File: src/rtl/dqm_pkg.sv
package dqm_pkg;
  // a beat passes when its burst flag is set and its mask is clear
  function automatic logic beat_pass(input logic active, input logic mask);
    return active & ~mask;
  endfunction
endpackage

File: src/rtl/dqm_delay.sv
module dqm_delay #(
  parameter int DEPTH = 1
) (
  input  logic clk,
  input  logic rst,
  input  logic d,
  output logic q
);
  logic [DEPTH-1:0] sr;

  for (genvar i = 0; i < DEPTH; i++) begin : g_stage
    if (i == 0) begin : g_first
      always_ff @(posedge clk) begin
        if (rst) sr[0] <= 1'b0;
        else     sr[0] <= d;
      end
    end else begin : g_next
      always_ff @(posedge clk) begin
        if (rst) sr[i] <= 1'b0;
        else     sr[i] <= sr[i-1];
      end
    end
  end

  assign q = sr[DEPTH-1];
endmodule

File: src/rtl/dqm_wr_gate.sv
module dqm_wr_gate
  import dqm_pkg::*;
#(
  parameter int DW = 16
) (
  input  logic          clk,
  input  logic          rst,
  input  logic          mask,
  input  logic          active,
  input  logic [DW-1:0] din,
  output logic          we,
  output logic [DW-1:0] dout
);
  logic pass;
  assign pass = beat_pass(active, mask);

  always_ff @(posedge clk) begin
    if (rst) begin
      we   <= 1'b0;
      dout <= '0;
    end else begin
      we <= pass;
      if (pass) dout <= din;
    end
  end
endmodule

File: src/rtl/dqm_rd_gate.sv
module dqm_rd_gate
  import dqm_pkg::*;
#(
  parameter int DW = 16
) (
  input  logic          clk,
  input  logic          rst,
  input  logic          mask_dly,
  input  logic          active,
  input  logic [DW-1:0] din,
  output logic          oe,
  output logic [DW-1:0] dout
);
  logic pass;
  assign pass = beat_pass(active, mask_dly);

  always_ff @(posedge clk) begin
    if (rst) begin
      oe   <= 1'b0;
      dout <= '0;
    end else begin
      oe <= pass;
      if (pass) dout <= din;
    end
  end
endmodule

File: src/rtl/dqm_mask_pipe.sv
module dqm_mask_pipe #(
  parameter int DW     = 16,
  parameter int RD_LAT = 2
) (
  input  logic          clk,
  input  logic          rst,
  input  logic          mask_in,
  input  logic          rd_burst,
  input  logic          wr_burst,
  input  logic [DW-1:0] wr_data_in,
  input  logic [DW-1:0] arr_rd_data,
  output logic          arr_we,
  output logic [DW-1:0] arr_wr_data,
  output logic [DW-1:0] dq_out,
  output logic          dq_oe
);
  // the output register supplies the last stage of the read latency
  localparam int PRE_STAGES = RD_LAT - 1;

  logic mask_dly;

  dqm_delay #(.DEPTH(PRE_STAGES)) u_dly (
    .clk (clk),
    .rst (rst),
    .d   (mask_in),
    .q   (mask_dly)
  );

  dqm_wr_gate #(.DW(DW)) u_wr (
    .clk    (clk),
    .rst    (rst),
    .mask   (mask_in),
    .active (wr_burst),
    .din    (wr_data_in),
    .we     (arr_we),
    .dout   (arr_wr_data)
  );

  dqm_rd_gate #(.DW(DW)) u_rd (
    .clk      (clk),
    .rst      (rst),
    .mask_dly (mask_dly),
    .active   (rd_burst),
    .din      (arr_rd_data),
    .oe       (dq_oe),
    .dout     (dq_out)
  );
endmodule

File: config.mk
export PLATFORM = sky130hd
export DESIGN_NAME = dqm_mask_pipe
export DESIGN_NICKNAME = d
export VERILOG_FILES = /design/src/rtl/dqm_pkg.sv /design/src/rtl/dqm_delay.sv /design/src/rtl/dqm_wr_gate.sv /design/src/rtl/dqm_rd_gate.sv /design/src/rtl/dqm_mask_pipe.sv
export SDC_FILE = /design/constraint.sdc
export NUM_CORES = 1
export LEC_CHECK = 0
export BUFFER_PORTS_ARGS = -buffer_cell sky130_fd_sc_hd__buf_2
export CORE_MARGIN = 2
export CORE_UTILIZATION = 42
export CTS_BUF_LIST = sky130_fd_sc_hd__clkbuf_4 sky130_fd_sc_hd__clkbuf_8
export CTS_CLUSTER_DIAMETER = 120
export DETAILED_ROUTE_END_ITERATION = 16
export PLACE_DENSITY = 0.75
export SLEW_MARGIN = 25
export SYNTH_ARGS = -nofsm -noshare
export SYNTH_HDL_FRONTEND = slang
export SYNTH_HIERARCHICAL = 1
export SYNTH_SLANG_ARGS = --single-unit
File: constraint.sdc
create_clock -name clk -period 1 [get_ports clk]
set_clock_uncertainty 0.15 [all_clocks]
set_input_delay 0 -clock clk [delete_from_list [all_inputs] [get_ports clk]]
set_output_delay 0 -clock clk [all_outputs]
set_load 0.02 [all_outputs]
==> metrics.txt <==
CTS clock-pin slew for the worst setup and hold paths=~0.070 ns; Switching Fraction=25.88%; n_diodes=0; r2r endpoint=u_rd/dout[4]; LEAKAGE=between 1 and 1.5 nW; synth top area cells=dfxtp_1, nand4bb_1, nand2b_1, o21ai_2, o21ai_1; R2R Path Start=u_dly/q; CTS tree=done; Site Rows=22; Area growth syn-to-layout=55.45%; share of layout cells above drive strength 1=~46%; vias in the first global route=1490; final setup margin=-0.04190 ns; CP peak stage delay=roughly 0.31 ns; WHS=0.06014 ns; Filler Cells Inserted=around 270; Syn Std Cell Area=approximately 0.0016 sq mm; drt wl/cell=around 13 microns; CTS HTree Levels=2; hold path start=rd_burst; post-place setup slack=-0.1029 ns; combinational power share=between 20% and 30%; CTS Buffer Depth=2; Hold Path End=u_rd/dout[8]; most frequent cells in the layout=buf_2, dlygate4sd3_1, dfxtp_1; NetSw=just over 800 uW; Detailed Route WL=between 4000 and 5000 microns; reg2reg setup slack=-0.04 ns; Slew @ Worst Pin=~0.29 ns; area of the multi-input gates=between 800 and 900 sq um; CORE AREA=0.003716 sq mm; failing checks=setup timing; startpoint type of the worst setup path=flip-flop; Worst Hold Depth=4; crit path time final=between 1 and 1.5 ns; unrepaired setup endpoints after global routing=true; FF+latch area=about 700 sq um; initial antenna violation count=0; 1st-iter DRT viols=64; Max Slew Vio Count=0; Ys Warns=6; post-DP HPWL=between 2000 and 2500 microns; final period utilization=104.2%; Initial Util=between 40% and 50%; CP max-delay cell=dfxtp_2; final setup violation count=17; crit-path max FO=8; worst vdd ir=0.6331 mV; Worst Path Arrival=around 1.1 ns; total power=about 3.2 mW; Hold Crit Class=in2reg; endpoints failing hold=0; die area=0.004422 sq mm; Seq pwr share=around 47%; commonest non-fill, non-tap cell in the layout=buf_2; Worst-Skew Late Latency=roughly 0.28 ns; Critical Path End Type=flip-flop; Distinct cells, synth=12; Layout Nets=~300; Root Driver=clkbuf_8; Chip Height=66.50 microns; max-cap violations=0; Worst Reg-to-Reg Cells=3; fmax=about 0.96 GHz; worst relative slew slack=80.73%; # IOs=~70; Placed Cells=260; GPL Wtd Cong=around 0.73; fin area=~0.0025 sq mm; Finished Layout Cells=~310; PortBufs=70; CP cell instances=and2b_4, buf_12, o21ai_2; Post-DRT Antenna Nets=0; global-route wire length before repair=~6800 microns; Post-Synthesis Cells=between 100 and 150; TritonRoute pass-1 iters=4; cell area power density=between 1000 and 1500 mW/mm^2; clk sink count=35; internal power=2.376 mW; outcome=finished, violations left; CP required=1.02 ns; Overflow after GRT=0; Seq/Total Area, Yosys=between 40% and 50%; clock network fraction of design power=31.8%; via count=1500; FF+latch count, synth=35; crit path kind=reg2reg; Via density=between 4 and 5; Num CTS Buffers=5; Synth top area share=roughly 43%; Syn Area/Cell=11.08 sq um; DP Area=just over 0.002 sq mm; DRC=0; largest net degree at the start of global routing=36; die width=66.50 microns; Net Count, Synth=approximately 190; gr usage total=20.11%; cell taking the most area after synthesis=dfxtp_1
-- how the worst max path moves through the flow --
stage                  from             to  slack (ns)  cells past startpoint
finish              u_dly/q   u_rd/dout[4]       -0.04                      3
global route        u_dly/q   u_rd/dout[3]       -0.08                      3
CTS                 u_dly/q   u_rd/dout[1]       -0.04                      3
detailed placement  u_dly/q  u_rd/dout[14]       -0.10                      2
global placement    u_dly/q  u_rd/dout[12]       -0.09                      2
floorplan           u_dly/q  u_rd/dout[10]       -0.05                      3
-- power by group through the flow --
stage	logic, mW	registers, mW	clock network, mW
after floorplan	0.242	1.63	0
after global placement	0.521	1.54	0
after detailed placement	0.527	1.54	0
after CTS	0.663	1.51	1.06
after global routing	0.734	1.51	1.11
final	0.680	1.51	1.02
-- final cells by class --
class / instances / share of cell area [%]
flip-flops and latches: 35 / 27.53
repair buffers: 116 / 32.43
clock buffers: 7 / 3.288
multi-input cells: 101 / 34.20
clock inverters: 1 / 0.1963
well taps: 48 / 2.355
-- timing repair --
item                       in CTS  in global routing
pin swaps                       6                  1
hold endpoints to repair       35                  1
hold buffers                   35                  2
buffers inserted                4                  0
setup endpoints to repair      17                 19
gates resized for setup         4                  4
-- Yosys cell counts, drive strengths merged --
library cell / count
dlymetal6s2s: 2
buf: 4
nor2b: 3
dfxtp: 35
o21ai: 32
clkbuf: 6
and2b: 2
nand2b: 32
nand4bb: 32
-- metrics by stage --
stage / util, % / TNS (ns)
after CTS: 67.85 / -0.4981
after global placement: 54.48 / -1.008
after global routing: 68.62 / -1.049
final: 68.62 / -0.5506
after floorplan: - / -0.5128
after detailed placement: 54.48 / -1.231
-- registers in the layout (all words and copies together), names as in the netlist --
signal and count:
u_wr/we 1, u_wr/dout 16, u_dly/q 1, u_rd/dout 16
u_rd/oe 1
-- critical path, delay by kind of cell (launching register included) --
kind | cells | cell delay, ns
flip-flops | 1 | 0.31
AND/OR/NAND/NOR | 1 | 0.28
buffers and inverters | 1 | 0.14
AO/OA/AOI/OAI | 1 | 0.05
-- cell families (layout without fill, tap and decap cells) --
family / after synthesis / count (layout) / synth area share (%)
AND/OR/NAND/NOR: 69 / 69 / 36.99
flip-flops: 35 / 35 / 42.72
AO/OA/AOI/OAI: 32 / 32 / 14.34
buffers and inverters: 12 / 124 / 5.949
-- layer usage --
| layer | track usage (%) | vias up | wire length, microns |
|---|---|---|---|
| li1 | - | 756 | - |
| met4 | 6.633 | 0 | 68 |
| met5 | 0 | - | 0 |
| met3 | 5.912 | 9 | 267 |
| met2 | 33.88 | 59 | 1974 |
| met1 | 24.40 | 676 | 1822 |
Note: power is estimated with default switching activity, not from simulation.
